### config.mk
export PLATFORM = sky130hd
export DESIGN_NAME = shlf_fifo
export DESIGN_NICKNAME = d
export VERILOG_FILES = /design/src/rtl/shlf_pkg.sv /design/src/rtl/shlf_stage.sv /design/src/rtl/shlf_ctrl.sv /design/src/rtl/shlf_fifo.sv
export SDC_FILE = /design/constraint.sdc
export NUM_CORES = 1
export LEC_CHECK = 0
export BUFFER_PORTS_ARGS = -buffer_cell sky130_fd_sc_hd__buf_2
export CAP_MARGIN = 25
export CORE_MARGIN = 5
export CORE_UTILIZATION = 35
export DETAILED_ROUTE_END_ITERATION = 10
export PLACE_DENSITY = 0.56
export SLEW_MARGIN = 15
export SYNTH_ARGS = -nofsm -noshare
export SYNTH_HDL_FRONTEND = slang
export SYNTH_SLANG_ARGS = --single-unit
### constraint.sdc
create_clock -name clk -period 6.1 [get_ports clk]
set_input_delay 0.61 -clock clk [delete_from_list [all_inputs] [get_ports clk]]
set_output_delay 0.61 -clock clk [all_outputs]
set_load 0.01 [all_outputs]
### src/rtl/shlf_pkg.sv
package shlf_pkg;

    // Source selection for one storage stage.
    typedef enum logic [1:0] {
        SRC_HOLD  = 2'd0,
        SRC_MEM   = 2'd1,
        SRC_ABOVE = 2'd2
    } src_e;

    // Qualified strobes for one cycle.
    typedef struct packed {
        logic push_ok;
        logic pop_eff;
        logic drop;
    } op_t;

    function automatic op_t decode_op(
        input logic push,
        input logic pop,
        input logic flush,
        input logic empty,
        input logic full
    );
        op_t o;
        o.pop_eff = pop && !empty && !flush;
        o.push_ok = push && !flush && (!full || o.pop_eff);
        o.drop    = push && !flush && full && !o.pop_eff;
        return o;
    endfunction

endpackage

### src/rtl/shlf_stage.sv
module shlf_stage
    import shlf_pkg::*;
#(
    parameter int WIDTH = 32
) (
    input  logic             clk,
    input  src_e             sel,
    input  logic [WIDTH-1:0] mem_d,
    input  logic [WIDTH-1:0] above_d,
    output logic [WIDTH-1:0] q
);
    // Data stages carry no reset: validity is tracked by the counter.
    always_ff @(posedge clk) begin
        case (sel)
            SRC_MEM:   q <= mem_d;
            SRC_ABOVE: q <= above_d;
            default:   q <= q;
        endcase
    end
endmodule

### src/rtl/shlf_ctrl.sv
module shlf_ctrl
    import shlf_pkg::*;
#(
    parameter int DEPTH = 20,
    parameter int BURST = 16,
    localparam int CNT_W = $clog2(DEPTH + 1)
) (
    input  logic             clk,
    input  logic             rst,
    input  logic             flush,
    input  logic             push,
    input  logic             pop,
    input  logic [CNT_W-1:0] inflight,
    output src_e             sel_o [DEPTH],
    output logic [CNT_W-1:0] count_o,
    output logic             overflow_o,
    output logic             fetch_req_o
);
    localparam logic [CNT_W:0] FETCH_LIMIT = (CNT_W + 1)'(DEPTH - BURST);

    logic [CNT_W-1:0] cnt_q;
    logic [CNT_W-1:0] wr_idx;
    logic             ovf_q;
    op_t              op;

    assign op     = decode_op(push, pop, flush, cnt_q == '0, cnt_q == CNT_W'(DEPTH));
    assign wr_idx = op.pop_eff ? cnt_q - 1'b1 : cnt_q;

    always_comb begin
        for (int i = 0; i < DEPTH; i++) begin
            if (op.push_ok && wr_idx == CNT_W'(i))
                sel_o[i] = SRC_MEM;
            else if (op.pop_eff && i < DEPTH - 1)
                sel_o[i] = SRC_ABOVE;
            else
                sel_o[i] = SRC_HOLD;
        end
    end

    always_ff @(posedge clk) begin
        if (rst) begin
            cnt_q <= '0;
            ovf_q <= 1'b0;
        end else begin
            ovf_q <= op.drop;
            if (flush)
                cnt_q <= '0;
            else if (op.push_ok && !op.pop_eff)
                cnt_q <= cnt_q + 1'b1;
            else if (op.pop_eff && !op.push_ok)
                cnt_q <= cnt_q - 1'b1;
        end
    end

    assign count_o     = cnt_q;
    assign overflow_o  = ovf_q;
    assign fetch_req_o = ({1'b0, cnt_q} + {1'b0, inflight}) <= FETCH_LIMIT;
endmodule

### src/rtl/shlf_fifo.sv
module shlf_fifo
    import shlf_pkg::*;
#(
    parameter int DEPTH = 20,
    parameter int WIDTH = 32,
    parameter int BURST = 16,
    localparam int CNT_W = $clog2(DEPTH + 1)
) (
    input  logic             clk,
    input  logic             rst,
    input  logic             flush,
    input  logic             push,
    input  logic [WIDTH-1:0] wr_data,
    input  logic             pop,
    input  logic [CNT_W-1:0] inflight,
    output logic [WIDTH-1:0] head_data,
    output logic             head_valid,
    output logic [CNT_W-1:0] count,
    output logic             overflow,
    output logic             fetch_req
);
    src_e             sel   [DEPTH];
    logic [WIDTH-1:0] stg_q [DEPTH];

    shlf_ctrl #(.DEPTH(DEPTH), .BURST(BURST)) ctrl_i (
        .clk         (clk),
        .rst         (rst),
        .flush       (flush),
        .push        (push),
        .pop         (pop),
        .inflight    (inflight),
        .sel_o       (sel),
        .count_o     (count),
        .overflow_o  (overflow),
        .fetch_req_o (fetch_req)
    );

    for (genvar g = 0; g < DEPTH; g++) begin : g_stage
        logic [WIDTH-1:0] above;
        if (g == DEPTH - 1) begin : g_top
            assign above = '0;
        end else begin : g_mid
            assign above = stg_q[g+1];
        end
        shlf_stage #(.WIDTH(WIDTH)) stage_i (
            .clk     (clk),
            .sel     (sel[g]),
            .mem_d   (wr_data),
            .above_d (above),
            .q       (stg_q[g])
        );
    end

    assign head_data  = stg_q[0];
    assign head_valid = count != '0;
endmodule

# Word-level counts from Yosys, hierarchy flattened
# Cells that the tools add are included.
[op_classes] n_addsub=3 n_lt_le_gt_ge=1 eq_ne=60 muxes=44 n_reduce_logical=59
[op_table] cell="$pmux W32 S2" count=20
[op_table] cell="$reduce_bool A2 Y1" count=21
[op_table] cell="$eq A5 B4 Y1 const B" count=8
[op_table] cell="$mux W2" count=20
[op_table] cell="$eq A2 B1 Y1 const B" count=19
[op_table] cell="$eq A2 B2 Y1 const B" count=19
[op_table] cell="$logic_and A1 B1 Y1" count=28
[op_table] cell="$eq A5 B5 Y1 const B" count=5
[op_table] cell="$eq A5 B3 Y1 const B" count=4
[op_table] cell="$mux W5" count=3
[op_table] cell="$eq A5 B2 Y1 const B" count=2
[op_table] cell="$logic_not A5 Y1" count=2
[op_table] cell="$add A5 B5 Y6" count=1
[op_table] cell="$le A6 B3 Y1 const B" count=1
[op_table] cell="$add A5 B1 Y5 const B" count=1
[op_table] cell="$eq A5 B1 Y1 const B" count=1
[op_table] cell="$logic_not A1 Y1" count=5
[op_table] cell="$reduce_bool A5 Y1" count=1
[op_table] cell="$sub A5 B1 Y5 const B" count=1
[op_table] cell="$eq A1 B2 Y1 const B" count=1
[op_table] cell="$reduce_or A2 Y1" count=1
[op_table] cell="$eq A1 B1 Y1 const B" count=1
[op_table] cell="$logic_or A1 B1 Y1" count=1
[op_table] cell="$mux W1" count=1
[word_totals] ff_bits=646 in_bits=42 out_inout_bits=40 word_cells=189

# Longest topological paths before layout
[depth] word_depth=10 depth_mapped=14 ltp_nobuf=11

# Hierarchy
# From an unflattened synthesis, not the netlist that was laid out.
[unflattened] hier_cells=1570 area_unflattened_um2=31661.6
[modules_own_cells] mod="shlf_stage" instances=20 cells_each=71 area_each_um2=1525.2 seq_area_each_um2=960.9
[modules_own_cells] mod="shlf_ctrl" instances=1 cells_each=146 area_each_um2=1141.1 seq_area_each_um2=120.1
[modules_own_cells] mod="shlf_fifo" instances=1 cells_each=4 area_each_um2=16.3 seq_area_each_um2=0.0

# Worst setup path before layout
# No wires, ideal clock.
[synth_path] kind="reg2reg" start="reg ctrl_i.cnt_q[0] (netlist: ctrl_i.count_o[0])" end="reg g_stage[7].stage_i.q[0] (enable)" setup_time_ps=466 arrival_ps=4329 required_time_ps=5634 setup_slack_ps=1306 stages_incl_launch_ff=10 n_path_buf=2 period_less_slack_ps=4794 cell_sequence="dfxtp_1 buf_2 inv_1 ha_1 buf_2 nand3b_1 nor3_1 mux2i_1 nand4_1 o21ai_0"
[synth_between] elab_chain_len=10 word_cells_on_any_way=17 cone_classes="add/sub (1); eq/ne (4); mux (3); reduce/logical (9)"
[synth_rtl] item="from (decl)" line="shlf_ctrl.sv:21" source="logic [CNT_W-1:0] cnt_q;"
[synth_rtl] item="from (signal assigned)" line="shlf_ctrl.sv:49" source="cnt_q <= cnt_q + 1'b1;"
[synth_rtl] item="from (signal assigned)" line="shlf_ctrl.sv:51" source="cnt_q <= cnt_q - 1'b1;"
[synth_rtl] item="parallel branches: the longest is 7 deep, another holds $sub A5 B1 Y5"
[synth_rtl] item="$mux W2 (*)" line="shlf_ctrl.sv:31" source="if (op.push_ok && wr_idx == CNT_W'(i))"
[synth_rtl] item="$eq A2 B1 Y1 / $eq A2 B2 Y1 (equally long branches)" line="shlf_stage.sv:14" source="case (sel)"
[synth_rtl] item="$reduce_bool A2 Y1 (no source line) (*)"
[synth_rtl] item="to (signal assigned)" line="shlf_stage.sv:15" source="SRC_MEM: q <= mem_d;"
[synth_rtl] item="to (signal assigned)" line="shlf_stage.sv:16" source="SRC_ABOVE: q <= above_d;"
[synth_rtl] item="to (signal assigned)" line="shlf_stage.sv:17" source="default: q <= q;"
[synth_rtl] item="to (decl)" line="shlf_stage.sv:10" source="output logic [WIDTH-1:0] q"
# Every way passes the cells marked *.
# A chain may end at the register's enable or synchronous reset.

# Worst setup path after layout
[layout_path] start="reg ctrl_i.cnt_q[0] (netlist: ctrl_i.count_o[0])" end="reg g_stage[12].stage_i.q[11] (enable)"
[layout_between] elab_chain_len=10 word_cells_on_any_way=17 cone_classes="add/sub (1); eq/ne (4); mux (3); reduce/logical (9)"
[layout_rtl] item="parallel branches: the longest is 7 deep, another holds $sub A5 B1 Y5"
[layout_rtl] item="$mux W2 (*)" line="shlf_ctrl.sv:31"
[layout_rtl] item="$eq A2 B1 Y1 / $eq A2 B2 Y1 (equally long branches)" line="shlf_stage.sv:14"
[layout_rtl] item="$reduce_bool A2 Y1 (no source line) (*)"
[layout_rtl] item="to (signal assigned)" line="shlf_stage.sv:15"
[layout_rtl] item="to (signal assigned)" line="shlf_stage.sv:16"
[layout_rtl] item="to (signal assigned)" line="shlf_stage.sv:17"
[layout_rtl] item="to (decl)" line="shlf_stage.sv:10"
# Marked as above.

==> reports/qor.csv <==
stage,metric,value,unit
run_status,status,finished clean,
die,dieWidth,293,um
die,start_util,35.3,%
global_routing,grt_use_total,10.8,%
setup_path,cp-start-kind,flop,
placement,routabilityCongestion,0.761,
yosys,synth_warnings,0,
yosys,ys_seq_area_share,69.2,%
die,rows,103,
clock_tree,numCtsBuffers,68,
clock_tree,clkTransAtPathRegs,0.06,ns
route,drtAntennaViolNets,0,
setup_path,crit_fanout,32,
route,first_pass_iters,5,
clock_tree,clock_sinks,646,
global_routing,use_met1,14.3,%
timing,slew_headroom,33.1,%
yosys,synth_edf_count,640,
timing,worst_slew_pin_slew,1.00,ns
timing,setup_slack,1.72,ns
route,via_count,13042,
clock_tree,cts_hold_buf,0,
setup_path,end_kind,flop,
yosys,synth_nets,1594,
global_routing,grt_pass1_wl,76700,um
clock_tree,cts-root-to-sink-buffers,3,
yosys,syn_avg_cell_area,18.1,sq um
global_routing,grt_pass1_vias,13813,
route,drc,0,
placement,dp_hpwl,30300,um
yosys,ys_seq_elements,646,
worst_hold_path,min_path_type,input port to flop,
global_routing,grt_max_degree,33,
placement,preCtsSetupSlack,1.69,ns
die,io-pin-count,82,
yosys,synth-xor-area-share,0.188,%
clock_tree,post_cts.repair.setup_buffers,0,
route,drt-initial-drc-count,624,
timing,rsz0062_at_grt,no,
placement,portBuffers,81,
timing,drv_slew,0,
pwr,p_per_area,311,nW/um^2
clock_tree,clkLatencyLatePin,0.59,ns
yosys,synth_cell_types,55,
timing,max_freq,0.228,GHz
die,fp.coreArea,79100,sq um
pwr,p_leak,10.3,nW
yosys,synth_fa_ha_area_share,0.474,%
pwr,power,9.91,mW
timing,hold_violations,0,
timing,min_period,4.38,ns
route,finalWirelength,46500,um
timing,setup_viol,0,
route,wl_per_cell,17.3,um
timing,fin_crit_sh,71.8,%
setup_path,crit_top_cell,buf_4,
yosys,synth-simple-area-share,1.40,%
yosys,synth_top_family_by_area,multiplexers,
yosys,syn_area,28000,sq um
clock_tree,clk_root_buffer_cell,clkbuf_16,
setup_path,cp.arrival,4.58,ns
finish,drive_above_1_share,36.4,%
setup_path,worstPathCellList,"inv_1, ha_1, nor2b_1, a21oi_4, buf_4, inv_2, buf_4, o32a_1, o21a_1, o21ai_4",
die,die_area,85600,sq um
clock_tree,postCtsResizedCells,0,
timing,finalSetupTns,0,ns
yosys,yosys_most_used_dff,edfxtp_1,
timing,skew,0.0194,ns
global_routing,antenna_found_initial,8,
setup_path,required,6.30,ns
yosys,muxShareOfSynthArea,24.7,%
setup_path,worstSetupPathType,flop to flop,
global_routing,met3_usage,2.21,%
yosys,synth_compound_area_share,1.63,%
global_routing,grt_use_met2,18.0,%
die,dieHeight,293,um
finish,fin_nets,1643,
pwr,ir_drop,0.157,mV
setup_path,cp_slowest_cell,dfxtp_1,
clock_tree,cts_tree,yes,
yosys,syn_inst,1542,
route,via_per_inst,4.84,
global_routing,busiest_layer,met2,
job,cap_violations,0,
setup_path,slowest_delay,0.77,ns
clock_tree,htree_levels,3,
finish,area_delta_synth_final,13.9,%
global_routing,grt.overflow.total,0,
yosys,async_reset_ff_share,0,%
[registers in the layout (all words and copies together) (netlist names)]
name,cells
g_stage.stage_i.q,640
ctrl_i.count_o,5
ctrl_i.overflow_o,1
[placed cells by master (no fill, tap or decap), drive strengths merged, types with 10 or more instances in the layout]
cell type    n
edfxtp     640
nor3        12
clkbuf      92
clkinv      18
o21ai       26
nand2       12
mux2       609
buf        113
nor2        10
a21oi       12
inv         11
[where the power goes]
| group | internal, mW | switching, mW | total, mW |
|---|---|---|---|
| sequential | 5.15 | 0.0443 | 5.19 |
| clock | 2.20 | 1.65 | 3.85 |
| combinational | 0.388 | 0.476 | 0.864 |
[per-stage QoR]
| stage | std cells | hold WS (ns) | cell area (sq um) | util, % |
|---|---|---|---|---|
| 6_report | 2694 | 0.304 | 31800 | 40.2 |
| 4_1_cts | 2680 | 0.261 | 31600 | 39.9 |
| 2_1_floorplan | 1542 | 0.501 | 28000 | - |
| 5_1_grt | 2692 | 0.301 | 31800 | 40.2 |
| 3_3_place_gp | 2557 | 0.504 | 29500 | 37.2 |
| 3_5_place_dp | 2560 | 0.509 | 29500 | 37.3 |
[per-layer routing]
metal | vias up | wire (um)
li1 | 6117 | -
met1 | 6647 | 21300
met2 | 195 | 22500
met3 | 77 | 1760
met4 | 6 | 920
met5 | - | 60
[worst paths after layout]
check                                startpoint  cells past startpoint                                   to  slack [ns]
min                                         rst                      2       ctrl_i.count_o[4]$_SDFFE_PP0P_        0.30
min reg2reg  g_stage[12].stage_i.q[9]$_DFFE_PP_                      1   g_stage[11].stage_i.q[9]$_DFFE_PP_        0.51
max reg2reg      ctrl_i.count_o[0]$_SDFFE_PP0P_                     10  g_stage[12].stage_i.q[11]$_DFFE_PP_        1.72
max              ctrl_i.count_o[0]$_SDFFE_PP0P_                     10  g_stage[12].stage_i.q[11]$_DFFE_PP_        1.72
[synthesized netlist by cell type, drive strengths merged, types with 2 or more instances]
master / number / area [sq um]
and3: 2 / 12.5
xor2: 2 / 17.5
a31oi: 3 / 48.8
xnor2: 4 / 35.0
or2: 2 / 12.5
inv: 7 / 26.3
dfxtp: 6 / 120
or3: 2 / 17.5
nor4: 3 / 31.3
nand3: 5 / 25.0
a21oi: 12 / 63.8
o31ai: 4 / 85.1
nor3b: 2 / 20.0
o21ai: 26 / 145
ha: 9 / 113
nor2: 10 / 45.1
buf: 99 / 523
o21a: 3 / 22.5
mux2i: 4 / 40.0
nor2b: 3 / 18.8
and2: 2 / 12.5
nand4: 5 / 31.3
nand2b: 4 / 25.0
nor3: 12 / 60.1
clkbuf: 35 / 131
a21o: 2 / 15.0
nand2: 12 / 45.0
edfxtp: 640 / 19200
mux2: 609 / 6860
[cell type report]
type                            count  area, sq um
Sequential cell                   646        19300
Timing Repair Buffer              113          858
Clock buffer                       92         1830
Inverter                            7         26.3
Tap cell                         1050         1310
Fill cell                        7129        47300
Antenna cell                        3         7.51
Clock inverter                     28          216
Multi-Input combinational cell    755         8230
[worst max-delay path: cells and delay by family (launching register included)]
kind | cells | cell delay [ns]
buffers and inverters | 4 | 1.07
AOI/OAI and AO/OA | 4 | 1.59
and+or+nand+nor | 1 | 0.20
adders and majority gates | 1 | 0.32
DFF | 1 | 0.77
[logic make-up (layout without fill, tap and decap cells)]
group           count (synthesis)  after routing
simple gates                   68             68
flops                         646            646
mux                           613            613
other cells                     0              3
buf+inv                       141            240
compound gates                 58             58
xor+xnor                        6              6
fa+ha+maj                      10             10
Note: power is estimated with default switching activity, not from simulation.
